[src/rtl/rob_pkg.sv]
package rob_pkg;

    // Per-slot bookkeeping kept by the reorder buffer.
    typedef struct packed {
        logic valid;   // slot occupied
        logic done;    // execution finished
        logic exc;     // finished with an exception
    } rob_ent_t;

endpackage

[src/rtl/rob_br_window.sv]
// Turns a branch tag into the number of slots that survive a misprediction,
// and bounds the retire window to those survivors.
module rob_br_window #(
    parameter int DEPTH  = 16,
    localparam int TAG_W = $clog2(DEPTH),
    localparam int PTR_W = TAG_W + 1
) (
    input  logic             br_mis_i,
    input  logic [TAG_W-1:0] br_tag_i,
    input  logic [TAG_W-1:0] head_tag_i,
    input  logic [PTR_W-1:0] occ_i,
    output logic [PTR_W-1:0] br_keep_o,
    output logic [PTR_W-1:0] limit_o
);

    logic [TAG_W-1:0] br_age;

    assign br_age    = br_tag_i - head_tag_i;
    assign br_keep_o = {1'b0, br_age} + PTR_W'(1);
    assign limit_o   = br_mis_i ? br_keep_o : occ_i;

endmodule

[src/rtl/rob_retire_scan.sv]
// Scans the oldest RET_W slots and counts the in-order run that may retire;
// flags a finished slot with an exception that ends the run.
module rob_retire_scan #(
    parameter int DEPTH   = 16,
    parameter int RET_W   = 4,
    localparam int TAG_W  = $clog2(DEPTH),
    localparam int PTR_W  = TAG_W + 1,
    localparam int RCNT_W = $clog2(RET_W + 1)
) (
    input  logic [TAG_W-1:0]  head_tag_i,
    input  logic [PTR_W-1:0]  limit_i,
    input  logic [DEPTH-1:0]  valid_i,
    input  logic [DEPTH-1:0]  done_i,
    input  logic [DEPTH-1:0]  exc_i,
    output logic [RCNT_W-1:0] ret_cnt_o,
    output logic              exc_hit_o
);

    logic             run;
    logic [TAG_W-1:0] idx;

    always_comb begin
        run       = 1'b1;
        ret_cnt_o = '0;
        exc_hit_o = 1'b0;
        idx       = head_tag_i;
        for (int i = 0; i < RET_W; i++) begin
            idx = head_tag_i + TAG_W'(i);
            if (run && (PTR_W'(i) < limit_i) && valid_i[idx] && done_i[idx]) begin
                if (exc_i[idx]) begin
                    exc_hit_o = 1'b1;
                    run       = 1'b0;
                end else begin
                    ret_cnt_o = ret_cnt_o + RCNT_W'(1);
                end
            end else begin
                run = 1'b0;
            end
        end
    end

endmodule

[src/rtl/reorder_buf.sv]
module reorder_buf #(
    parameter int DEPTH   = 16,
    parameter int DISP_W  = 4,
    parameter int RET_W   = 4,
    localparam int TAG_W  = $clog2(DEPTH),
    localparam int PTR_W  = TAG_W + 1,
    localparam int CNT_W  = $clog2(DISP_W + 1),
    localparam int RCNT_W = $clog2(RET_W + 1)
) (
    input  logic              clk,
    input  logic              rst_n,
    input  logic [CNT_W-1:0]  disp_num_i,
    output logic              disp_stall_o,
    output logic [TAG_W-1:0]  disp_tag_o,
    input  logic              fin_vld_i,
    input  logic [TAG_W-1:0]  fin_tag_i,
    input  logic              fin_exc_i,
    input  logic              br_mis_i,
    input  logic [TAG_W-1:0]  br_tag_i,
    output logic [RCNT_W-1:0] ret_cnt_o,
    output logic [TAG_W-1:0]  ret_tag_o,
    output logic              exc_vld_o,
    output logic [TAG_W-1:0]  exc_tag_o
);
    import rob_pkg::*;

    // DEPTH must be a power of two: tags wrap by truncation.
    typedef struct packed {
        logic [PTR_W-1:0]           head;
        logic [PTR_W-1:0]           tail;
        rob_ent_t [DEPTH-1:0]       ents;
    } state_t;

    state_t st_d, st_q;

    logic [TAG_W-1:0]  head_tag, tail_tag;
    logic [PTR_W-1:0]  occ, free_slots, br_keep, limit, cut;
    logic [DEPTH-1:0]  valid_vec, done_vec, exc_vec;
    logic              exc_hit, flush;
    logic [RCNT_W-1:0] ret_cnt;

    assign head_tag   = st_q.head[TAG_W-1:0];
    assign tail_tag   = st_q.tail[TAG_W-1:0];
    assign occ        = st_q.tail - st_q.head;
    assign free_slots = PTR_W'(DEPTH) - occ;

    for (genvar j = 0; j < DEPTH; j++) begin : g_vec
        assign valid_vec[j] = st_q.ents[j].valid;
        assign done_vec[j]  = st_q.ents[j].done;
        assign exc_vec[j]   = st_q.ents[j].exc;
    end

    rob_br_window #(.DEPTH(DEPTH)) u_win (
        .br_mis_i   (br_mis_i),
        .br_tag_i   (br_tag_i),
        .head_tag_i (head_tag),
        .occ_i      (occ),
        .br_keep_o  (br_keep),
        .limit_o    (limit)
    );

    rob_retire_scan #(.DEPTH(DEPTH), .RET_W(RET_W)) u_scan (
        .head_tag_i (head_tag),
        .limit_i    (limit),
        .valid_i    (valid_vec),
        .done_i     (done_vec),
        .exc_i      (exc_vec),
        .ret_cnt_o  (ret_cnt),
        .exc_hit_o  (exc_hit)
    );

    // An exception found inside the window is never younger than the branch.
    assign flush = exc_hit | br_mis_i;
    assign cut   = exc_hit ? PTR_W'(ret_cnt) : br_keep;

    assign disp_stall_o = flush || (PTR_W'(disp_num_i) > free_slots);
    assign disp_tag_o   = tail_tag;
    assign ret_cnt_o    = ret_cnt;
    assign ret_tag_o    = head_tag;
    assign exc_vld_o    = exc_hit;
    assign exc_tag_o    = head_tag + TAG_W'(ret_cnt);

    always_comb begin
        logic [TAG_W-1:0] slot;
        logic [TAG_W-1:0] age;
        st_d = st_q;
        slot = '0;
        age  = '0;

        // completion report for an occupied slot
        if (fin_vld_i && st_q.ents[fin_tag_i].valid) begin
            st_d.ents[fin_tag_i].done = 1'b1;
            st_d.ents[fin_tag_i].exc  = fin_exc_i;
        end

        // release retiring slots
        for (int i = 0; i < RET_W; i++) begin
            if (RCNT_W'(i) < ret_cnt) begin
                slot = head_tag + TAG_W'(i);
                st_d.ents[slot] = '0;
            end
        end
        st_d.head = st_q.head + PTR_W'(ret_cnt);

        if (flush) begin
            st_d.tail = st_q.head + cut;
            for (int j = 0; j < DEPTH; j++) begin
                age = TAG_W'(j) - head_tag;
                if ((PTR_W'(age) >= cut) && (PTR_W'(age) < occ)) begin
                    st_d.ents[j] = '0;
                end
            end
        end else if (!disp_stall_o) begin
            for (int i = 0; i < DISP_W; i++) begin
                if (CNT_W'(i) < disp_num_i) begin
                    slot = tail_tag + TAG_W'(i);
                    st_d.ents[slot] = '{valid: 1'b1, done: 1'b0, exc: 1'b0};
                end
            end
            st_d.tail = st_q.tail + PTR_W'(disp_num_i);
        end
    end

    always_ff @(posedge clk) begin
        if (!rst_n) begin
            st_q <= '0;
        end else begin
            st_q <= st_d;
        end
    end

    AST_OCC_BOUND: assert property (@(posedge clk) disable iff (!rst_n)
        occ <= PTR_W'(DEPTH));

    AST_STALL_NO_ALLOC: assert property (@(posedge clk) disable iff (!rst_n)
        (disp_stall_o && !flush) |=> (disp_tag_o == $past(disp_tag_o)));

    AST_RET_MAX: assert property (@(posedge clk) disable iff (!rst_n)
        ret_cnt_o <= RCNT_W'(RET_W));

    AST_RET_WITHIN_OCC: assert property (@(posedge clk) disable iff (!rst_n)
        PTR_W'(ret_cnt_o) <= occ);

    AST_HEAD_STEP: assert property (@(posedge clk) disable iff (!rst_n)
        1'b1 |=> (ret_tag_o == $past(ret_tag_o) + TAG_W'($past(ret_cnt_o))));

    AST_EXC_EMPTIES: assert property (@(posedge clk) disable iff (!rst_n)
        exc_vld_o |=> (disp_tag_o == $past(exc_tag_o) && ret_tag_o == disp_tag_o));

    AST_BR_TAIL: assert property (@(posedge clk) disable iff (!rst_n)
        (br_mis_i && !exc_vld_o) |=> (disp_tag_o == $past(br_tag_i) + TAG_W'(1)));

endmodule

[config.mk]
export PLATFORM = sky130hd
export DESIGN_NAME = reorder_buf
export DESIGN_NICKNAME = d
export VERILOG_FILES = /design/src/rtl/rob_pkg.sv /design/src/rtl/rob_br_window.sv /design/src/rtl/rob_retire_scan.sv /design/src/rtl/reorder_buf.sv
export SDC_FILE = /design/constraint.sdc
export NUM_CORES = 1
export LEC_CHECK = 0
export BUFFER_PORTS_ARGS = -buffer_cell sky130_fd_sc_hd__clkbuf_2
export CORE_UTILIZATION = 60
export CTS_CLUSTER_SIZE = 10
export DETAILED_ROUTE_END_ITERATION = 6
export PLACE_DENSITY_LB_ADDON = 0.08
export SLEW_MARGIN = 20
export SYNTH_ARGS = -nofsm -noshare
export SYNTH_HDL_FRONTEND = slang
export SYNTH_SLANG_ARGS = --single-unit
[constraint.sdc]
create_clock -name clk -period 17.45 [get_ports clk]
set_input_delay 1.745 -clock clk [delete_from_list [all_inputs] [get_ports clk]]
set_output_delay 1.745 -clock clk [all_outputs]
set_load 0.03 [all_outputs]
==> flow_metrics.tcl, run 1 <==
set metrics [dict create \
    status "complete, but fails checks" \
    violations "DRC" \
    hold_end "st_q[23]$_SDFF_PN0_" \
    yosysWarnings 0 \
    clkPwrFrac_pct 27.1 \
    power.total_w 0.000617 \
    port-buffer-count 32 \
    cts-buffers-inserted 9 \
    drv_cap 0 \
    synth_edf_count 0 \
    clkSinkCount 58 \
    die_y_microns 117 \
    crit_buf_inv 6 \
    drv_slew 0 \
    cts_buffer_depth 2 \
    yosysSeqAreaShare_pct 14.5 \
    final-setup-viol-count 0 \
    min_period_ns 9.91 \
    cts_max_level 3 \
    clockRootBuffer "clkbuf_16" \
    drtIter0Drc 1308 \
    coreArea_sq_um 12800 \
    viasPerCell 6.94 \
    regToRegSetupSlack_ns 8.38 \
    critPathKind "input port to primary output" \
    avgSynthCellArea_sq_um 7.79 \
    timing.rr.start "ret_tag_o[1]$_SDFF_PN0_" \
    rsz0062_at_grt "no" \
    r2r_cells 31 \
    critPathSlowestCell "o31ai_1" \
    relSlewSlack_pct 35.2 \
    p_sw_w 0.000270 \
    grt_pass1_wl_mm 42.5 \
    clock.fmax_mhz 101 \
    num_rows 41 \
    antenna_found_initial 0 \
    gp_congestion 1.03 \
    drcViolationCount 1 \
    initial_core_util_pct 62.4 \
    async_flop_share_pct 0 \
    synth-main-ff-cell "dfxtp_1" \
    antenna_cells 0 \
    nets 1145 \
    peakVddDrop_uv 39.3 \
    grt_pass1_vias 7629 \
    hold_violations 0 \
    clock_latency_ns 0.34 \
    hpwl_mm 20.3 \
    worstPathRequired_ns 15.70 \
    cts_resized 0 \
    syn-num-nets 1151 \
    cts_setup_buffers 0 \
    r2r-end "done_vec[3]$_SDFF_PN0_" \
    wl_mm 27.0 \
    drt_first_pass_iters 7 \
    wl_per_cell_microns 22.6 \
    min_path_cells 2 \
    synth_area_leader_cell "ha_1" \
    synthDominantCellAreaShare_pct 16.1 \
    syn-cell-area_sq_um 8000 \
    final_antenna_net_count 0 \
    hp-class "register to register" \
    numPlacedInstances 1182 \
    sw_frac_of_total_pct 43.7 \
    cts_tree "built" \
    drive_above_1_share_pct 11.0 \
    ys_top_cells_by_area "ha_1 16%, dfxtp_1 15%, mux4_2 7.3%, nor2_1 4.9%, a21oi_1 4.1%" \
    arrival_ns 8.16 \
    synth_seq_cells 58 \
    clk_pin_slew_ns 0.06 \
    cpPeakStageDelay_ns 0.58 \
    synthCells 1027 \
    hold_start "st_q[23]$_SDFF_PN0_" \
    die_x_microns 117 \
    cts_hold_buf 0 \
    tightest_slew_ns 0.965 \
    vias 8313 \
    synth_cell_types 81 \
    area_growth_pct 5.25 \
    overflow 0 \
    critPathTopFamily "compound AO/OA/AOI/OAI gates" \
    final_cells 1198 \
    grt_max_degree 53 \
    finalCritPeriodShare_pct 56.8 \
    yosysMostFrequentCell "nor2_1" \
    tns_ns 0 \
    path_max_fanout 13 \
    pwr-share-comb_pct 46.0 \
    die_area_sq_um 13800 \
    power.density_nw_per_um2 73.3 \
    ios 33 \
    cp-end-kind "primary output" \
    critPathLaunchType "input port" \
    seqPwrFrac_pct 26.9 \
    power.leakage_nw 3.29 \
    p_int_w 0.000347 \
    ys_top_cells_by_count "104 x nor2_1, 103 x ha_1, 82 x nand2_1, 65 x a21oi_1, 58 x dfxtp_1" \
    grt_usage_pct 39.4 \
    skew_ns 0.00639 \
]
## stage by stage
stage | hold WS [ns] | cell area (sq um) | utilization, % | setup slack, ns
3_3_place_gp | 0.466 | 8140 | 63.5 | 7.82
5_1_grt | 0.502 | 8420 | 65.7 | 7.08
3_5_place_dp | 0.467 | 8140 | 63.5 | 7.68
6_report | 0.482 | 8420 | 65.7 | 7.54
4_1_cts | 0.477 | 8420 | 65.7 | 7.66
2_1_floorplan | 0.444 | 8000 | - | 8.23
## logic make-up after synthesis
family / count (synthesis) / synth area share, %
flip-flops: 58 / 14.5
AND/OR/NAND/NOR: 393 / 24.5
XOR/XNOR: 35 / 3.92
buffers and inverters: 119 / 6.66
multiplexers: 57 / 11.3
adder cells (fa/ha/maj): 108 / 17.4
AO/OA/AOI/OAI: 257 / 21.7
## power groups by stage
stage / clock network (W) / registers (W) / logic (W)
3_3_place_gp: 0 / 0.000167 / 0.000274
2_1_floorplan: 0 / 0.000157 / 0.000213
6_report: 0.000167 / 0.000166 / 0.000284
5_1_grt: 0.000172 / 0.000168 / 0.000316
3_5_place_dp: 0 / 0.000167 / 0.000276
4_1_cts: 0.000167 / 0.000164 / 0.000278
## placed cells by master (no fill, tap or decap), types with 8 or more instances in the layout
cell	netlist	layout
dfxtp_1	58	57
a32oi_1	10	10
nor3_1	36	36
nor2_1	104	104
nor4_1	13	13
ha_1	103	103
nand2_1	82	82
o31ai_1	8	8
o22ai_1	12	12
a21oi_1	65	65
xor2_1	12	12
and3_1	11	11
inv_1	54	54
mux2i_1	25	25
clkbuf_16	0	9
xnor2_1	22	22
buf_4	14	9
o21ai_0	50	50
nor2b_1	11	11
nand4_1	36	36
a21o_1	25	25
clkbuf_2	0	32
nand3_1	37	37
mux4_2	26	26
nand2b_1	17	17
## flip-flops by register name (all words and copies together) (netlist names)
signal,cells
exc_vec,16
disp_tag_o,4
st_q,18
ret_tag_o,4
done_vec,16
## worst max path at each step
stage | to | slack (ns) | from | cells past startpoint
5_1_grt | exc_tag_o[3] | 7.08 | br_tag_i[0] | 26
3_3_place_gp | exc_tag_o[3] | 7.82 | br_tag_i[0] | 26
2_1_floorplan | exc_tag_o[3] | 8.23 | br_tag_i[0] | 28
3_5_place_dp | exc_tag_o[3] | 7.68 | br_tag_i[0] | 26
6_report | exc_tag_o[3] | 7.54 | br_tag_i[0] | 26
4_1_cts | exc_tag_o[3] | 7.66 | br_tag_i[0] | 26
## metal layers
| layer | GRT usage, % | vias up | part of all wire, % |
|---|---|---|---|
| met2 | 59.4 | 526 | 43 |
| met1 | 52.3 | 3860 | 41 |
| met5 | 0 | - | 0 |
| met4 | 21.3 | 0 | 5.6 |
| li1 | - | 3823 | - |
| met3 | 8.53 | 104 | 10 |
## tightest hold or removal path: stages (launching register included)
cell and delay [ns]:
dfxtp_1 0.32, inv_1 0.05, o21ai_1 0.06
## layout make-up
| cell class | count | area, sq um |
|---|---|---|
| Tap cell | 172 | 215 |
| Clock buffer | 10 | 239 |
| Clock inverter | 6 | 41.3 |
| Multi-Input combinational cell | 850 | 6310 |
| Sequential cell | 58 | 1160 |
| Timing Repair Buffer | 41 | 228 |
| Inverter | 61 | 229 |
| Fill cell | 1189 | 4400 |
Note: power is estimated with default switching activity, not from simulation.
==> run 2: changes to the inputs <==
--- a/config.mk
+++ b/config.mk
@@ -6,7 +6,7 @@
 export NUM_CORES = 1
 export LEC_CHECK = 0
 export BUFFER_PORTS_ARGS = -buffer_cell sky130_fd_sc_hd__clkbuf_2
-export CORE_UTILIZATION = 60
+export CORE_UTILIZATION = 58
 export CTS_CLUSTER_SIZE = 10
 export DETAILED_ROUTE_END_ITERATION = 6
 export PLACE_DENSITY_LB_ADDON = 0.08
==> constraint.sdc (replaced) <==
create_clock -name clk -period 8.4 [get_ports clk]
set_input_delay 0.84 -clock clk [delete_from_list [all_inputs] [get_ports clk]]
set_output_delay 0.84 -clock clk [all_outputs]
set_load 0.03 [all_outputs]
==> run 2 against run 1 <==
The flow now finishes without violations. Routed wire length grew 5.4%. Clock-buffer cell count is the same. Sequential share of layout area shrank 0.24 points. Core utilization shrank 1.5 points. Highest routed layer unchanged.
==> flow_metrics.tcl, run 2 (synthesized netlist as in run 1, its figures left out) <==
set metrics [dict create \
    status "completed" \
    timing.rr.start "ret_tag_o[2]$_SDFF_PN0_" \
    p_int_w 0.000731 \
    hold_end "st_q[23]$_SDFF_PN0_" \
    drcViolationCount 0 \
    power.total_w 0.00130 \
    sw_frac_of_total_pct 43.9 \
    clock.fmax_mhz 131 \
    drv_cap 0 \
    r2r-end "done_vec[3]$_SDFF_PN0_" \
    seqPwrFrac_pct 25.1 \
    die_area_sq_um 14300 \
    p_sw_w 0.000572 \
    final-setup-viol-count 0 \
    area_growth_pct 7.08 \
    die_y_microns 119 \
    cts_buffer_depth 2 \
    worstPathRequired_ns 8.62 \
    die_x_microns 119 \
    tightest_slew_ns 0.846 \
    fill_cells 1222 \
    power.leakage_nw 3.37 \
    nets 1161 \
    power.density_nw_per_um2 152 \
    hold_start "st_q[23]$_SDFF_PN0_" \
    grt_pass1_vias 7989 \
    vias 8451 \
    wl_per_cell_microns 23.4 \
    skew_ns 0.00819 \
    rsz0062_at_grt "no" \
    hold_violations 0 \
    wl_mm 28.5 \
    num_rows 42 \
    regToRegSetupSlack_ns 0.74 \
    ios 33 \
    viasPerCell 6.94 \
    cts_setup_buffers 0 \
    cpPeakStageDelay_ns 0.46 \
    min_path_cells 2 \
    critPathSlowestCell "dfxtp_1" \
    hpwl_mm 21.9 \
    drt_first_pass_iters 6 \
    cts_max_level 3 \
    largest_register_ffs 18 \
    tns_ns 0 \
    clk_pin_slew_ns 0.06 \
    layout_commonest_cell "nor2_1" \
    peakVddDrop_uv 104 \
    multi_input_area_sq_um 6330 \
    drv_slew 0 \
    path_max_fanout 9 \
    arrival_ns 7.87 \
    r2r_cells 29 \
    top_register "st_q" \
    clkSinkCount 58 \
    cts_hold_buf 0 \
    port-buffer-count 32 \
    gp_congestion 1.02 \
    finalCritPeriodShare_pct 91.2 \
    cts_tree "built" \
    grt_usage_pct 40.8 \
    coreArea_sq_um 13300 \
    min_period_ns 7.66 \
    cts-buffers-inserted 9 \
    cts_resized 0 \
    antenna_cells 0 \
    drive_above_1_share_pct 12.7 \
    relSlewSlack_pct 43.6 \
    critPathLaunchType "register" \
    regArea_sq_um 1160 \
    drtIter0Drc 1342 \
    clockRootBuffer "clkbuf_16" \
    hp-class "register to register" \
    cp-end-kind "register" \
    antenna_found_initial 0 \
    final_cell_mix "104 x nor2_1, 103 x ha_1, 82 x nand2_1" \
    overflow 0 \
    critPathKind "register to register" \
    final_antenna_net_count 0 \
    clkPwrFrac_pct 26.8 \
    grt_max_degree 41 \
    grt_pass1_wl_mm 44.7 \
    clock_latency_ns 0.34 \
    initial_core_util_pct 59.9 \
    pwr-share-comb_pct 48.1 \
]
run 2: cell count changes in the layout (fill, tap and decap cells not counted), sizes merged:
cell / delta
buf: +16
run 2: worst max-delay path: cells and delay by family, from the launching register on:
family | cells | cell delay (ns)
AOI/OAI and AO/OA | 11 | 2.89
DFF | 1 | 0.46
adders and majority gates | 5 | 1.48
and+or+nand+nor | 7 | 1.91
buffers and inverters | 5 | 0.63
xor gates and xnor gates | 1 | 0.17
run 2: worst max-delay path by stage:
stage / startpoint / depth (start not counted) / end
2_1_floorplan: ret_tag_o[1]$_SDFF_PN0_ / 34 / st_q[5]$_SDFF_PN0_
6_report: ret_tag_o[2]$_SDFF_PN0_ / 29 / done_vec[3]$_SDFF_PN0_
3_5_place_dp: br_tag_i[0] / 31 / exc_vec[3]$_SDFF_PN0_
3_3_place_gp: br_tag_i[0] / 31 / done_vec[3]$_SDFF_PN0_
4_1_cts: ret_tag_o[2]$_SDFF_PN0_ / 28 / exc_vec[3]$_SDFF_PN0_
5_1_grt: ret_tag_o[2]$_SDFF_PN0_ / 28 / done_vec[3]$_SDFF_PN0_
run 2: cell type report:
cell class / instances / share of cell area (%)
tap: 176 / 2.57
timing repair buffer: 57 / 4.06
clock inverter: 6 / 0.482
multi-input combinational: 850 / 73.9
clock buffer: 10 / 2.79
sequential: 58 / 13.6
inverter: 61 / 2.67
run 2: per-stage QoR:
stage | hold WS (ns) | worst slack (ns) | cells | utilization (%) | area [sq um]
after CTS | 0.486 | 0.474 | 1218 | 64.0 | 8550
after floorplan | 0.444 | 0.394 | 1027 | - | 8000
after global routing | 0.515 | 0.0989 | 1218 | 64.2 | 8570
after detailed placement | 0.475 | 0.257 | 1202 | 61.9 | 8270
after global placement | 0.466 | 0.460 | 1202 | 61.9 | 8270
final | 0.480 | 0.743 | 1218 | 64.2 | 8570
run 2: power by group through the flow:
stage / Clock [W] / Sequential [W] / Combinational [W]
3_5_place_dp: 0 / 0.000331 / 0.000607
4_1_cts: 0.000353 / 0.000325 / 0.000611
5_1_grt: 0.000366 / 0.000329 / 0.000688
2_1_floorplan: 0 / 0.000326 / 0.000442
6_report: 0.000350 / 0.000327 / 0.000627
3_3_place_gp: 0 / 0.000331 / 0.000604
run 2: layer usage:
metal / up-vias / track usage (%) / part of all wire (%)
met2: 544 / 64.0 / 44
met5: - / 0 / 0
met1: 3911 / 51.9 / 40
met3: 135 / 9.82 / 11
li1: 3861 / - / -
met4: 0 / 20.8 / 5.7
==> run 3: changes to the inputs <==
--- a/config.mk
+++ b/config.mk
@@ -6,11 +6,12 @@
 export NUM_CORES = 1
 export LEC_CHECK = 0
 export BUFFER_PORTS_ARGS = -buffer_cell sky130_fd_sc_hd__clkbuf_2
+export CORE_ASPECT_RATIO = 0.5
+export CORE_MARGIN = 5
 export CORE_UTILIZATION = 58
 export CTS_CLUSTER_SIZE = 10
 export DETAILED_ROUTE_END_ITERATION = 6
 export PLACE_DENSITY_LB_ADDON = 0.08
-export SLEW_MARGIN = 20
 export SYNTH_ARGS = -nofsm -noshare
 export SYNTH_HDL_FRONTEND = slang
 export SYNTH_SLANG_ARGS = --single-unit
==> run 3 against run 2 <==
Core utilization is 0.053 points lower. Total power is 10% higher. Cell area is 1.2% higher. Fmax is 5.0% lower. Die area is 15% higher. Combinational power is 3.3% higher. Non-clock buffer count is 2 higher. Largest cell class unchanged.
==> flow_metrics.tcl, run 3 (synthesized netlist as in run 1, its figures left out) <==
set metrics [dict create \
    clk_pin_slew_ns 0.07 \
    cts_resized 0 \
    cpPeakStageDelay_ns 0.65 \
    gp_congestion 1.06 \
    critPathTopFamily "compound AO/OA/AOI/OAI gates" \
    antenna_found_initial 0 \
    cts_hold_buf 0 \
    skew_ns 0.00894 \
    fill_cells 1198 \
    numPlacedInstances 1204 \
    timing.rr.start "ret_tag_o[1]$_SDFF_PN0_" \
    drt_first_pass_iters 6 \
    tightest_slew_ns 1.14 \
    cp-end-kind "register" \
    clkSinkCount 58 \
    critPathMostFrequentCell "ha_1" \
    critPathKind "register to register" \
    num_rows 30 \
    clockRootBuffer "clkbuf_16" \
    status "completed" \
    cts_buffer_depth 2 \
    port-buffer-count 32 \
    coreArea_sq_um 13500 \
    arrival_ns 8.25 \
    r2r_cells 27 \
    min_path_cells 2 \
    die_area_sq_um 16400 \
    cts_setup_buffers 0 \
    crit_buf_inv 4 \
    hold_end "done_vec[7]$_SDFF_PN0_" \
    cts_max_level 3 \
    overflow 0 \
    peakVddDrop_uv 145 \
    regToRegSetupSlack_ns 0.34 \
    layout_commonest_cell "nor2_1" \
    power.leakage_nw 3.42 \
    viasPerCell 7.16 \
    grt_pass1_vias 7844 \
    stdcell_area_sq_um 8670 \
    hpwl_mm 23.4 \
    wl_mm 30.5 \
    whs_ns 0.492 \
    clock.fmax_mhz 124 \
    critPathLaunchType "register" \
    hold_start "done_vec[7]$_SDFF_PN0_" \
    area_growth_pct 8.32 \
    die_x_microns 176 \
    initial_core_util_pct 59.2 \
    hp-class "register to register" \
    hold_violations 0 \
    drive_above_1_share_pct 12.9 \
    drcViolationCount 0 \
    critPathSlowestCell "mux2i_1" \
    clock_latency_ns 0.34 \
    power.total_w 0.00144 \
    nets 1163 \
    tns_ns 0 \
    vias 8739 \
    antenna_cells 0 \
    min_period_ns 8.06 \
    drtIter0Drc 1465 \
    relSlewSlack_pct 23.3 \
    drv_cap 0 \
    r2r-end "exc_vec[3]$_SDFF_PN0_" \
    grt_max_degree 48 \
    cts_tree "built" \
    finalCritPeriodShare_pct 96.0 \
    cts-buffers-inserted 9 \
    grt_usage_pct 36.5 \
    final_cells 1220 \
    power.density_nw_per_um2 166 \
    path_max_fanout 36 \
    final-setup-viol-count 0 \
    place_area_sq_um 8280 \
    final_antenna_net_count 0 \
    top_register "st_q" \
    ios 33 \
    drv_slew 0 \
    largest_register_ffs 18 \
    die_y_microns 93.1 \
    wl_per_cell_microns 25.0 \
    final_cell_mix "104 x nor2_1, 103 x ha_1, 82 x nand2_1" \
    worstPathRequired_ns 8.59 \
    grt_pass1_wl_mm 46.2 \
]
run 3: worst min-delay path: stages, from the launching register on:
cell and delay, ns:
dfxtp_1 0.31, nor2_1 0.09, nor3_1 0.04
run 3: per-layer routing:
layer	GRT usage, %	vias up	wire (microns)
met5	0	-	0
met4	11.6	0	1090
met3	11.6	104	4370
li1	-	3857	-
met2	50.7	659	11800
met1	53.1	4119	13200
run 3: worst max-delay path by stage:
stage | from | end | cells past startpoint
4_1_cts | br_tag_i[0] | exc_vec[3]$_SDFF_PN0_ | 32
2_1_floorplan | ret_tag_o[1]$_SDFF_PN0_ | st_q[5]$_SDFF_PN0_ | 34
6_report | ret_tag_o[1]$_SDFF_PN0_ | exc_vec[3]$_SDFF_PN0_ | 27
3_5_place_dp | br_tag_i[0] | exc_vec[3]$_SDFF_PN0_ | 32
3_3_place_gp | br_tag_i[0] | exc_vec[3]$_SDFF_PN0_ | 32
5_1_grt | br_tag_i[0] | exc_vec[3]$_SDFF_PN0_ | 32
run 3: where the power goes:
group / internal (W) / switching, W / total [W]
combinational: 0.000227 / 0.000421 / 0.000648
sequential: 0.000299 / 0.0000332 / 0.000332
clock: 0.000293 / 0.000164 / 0.000457
total: 0.000819 / 0.000618 / 0.00144
run 3: stage by stage:
stage / setup slack, ns / utilization, %
5_1_grt: -0.0483 / 64.1
4_1_cts: 0.133 / 63.9
6_report: 0.338 / 64.1
3_5_place_dp: -0.146 / 61.3
3_3_place_gp: 0.251 / 61.3
2_1_floorplan: 0.394 / -
run 3: cell type report:
cell class / instances / area (sq um) / area share [%]
timing repair buffer: 59 / 363 / 4.19
inverter: 61 / 229 / 2.64
multi-input combinational: 850 / 6340 / 73.2
sequential: 58 / 1160 / 13.4
clock buffer: 9 / 225 / 2.60
tap: 176 / 220 / 2.54
clock inverter: 7 / 125 / 1.44
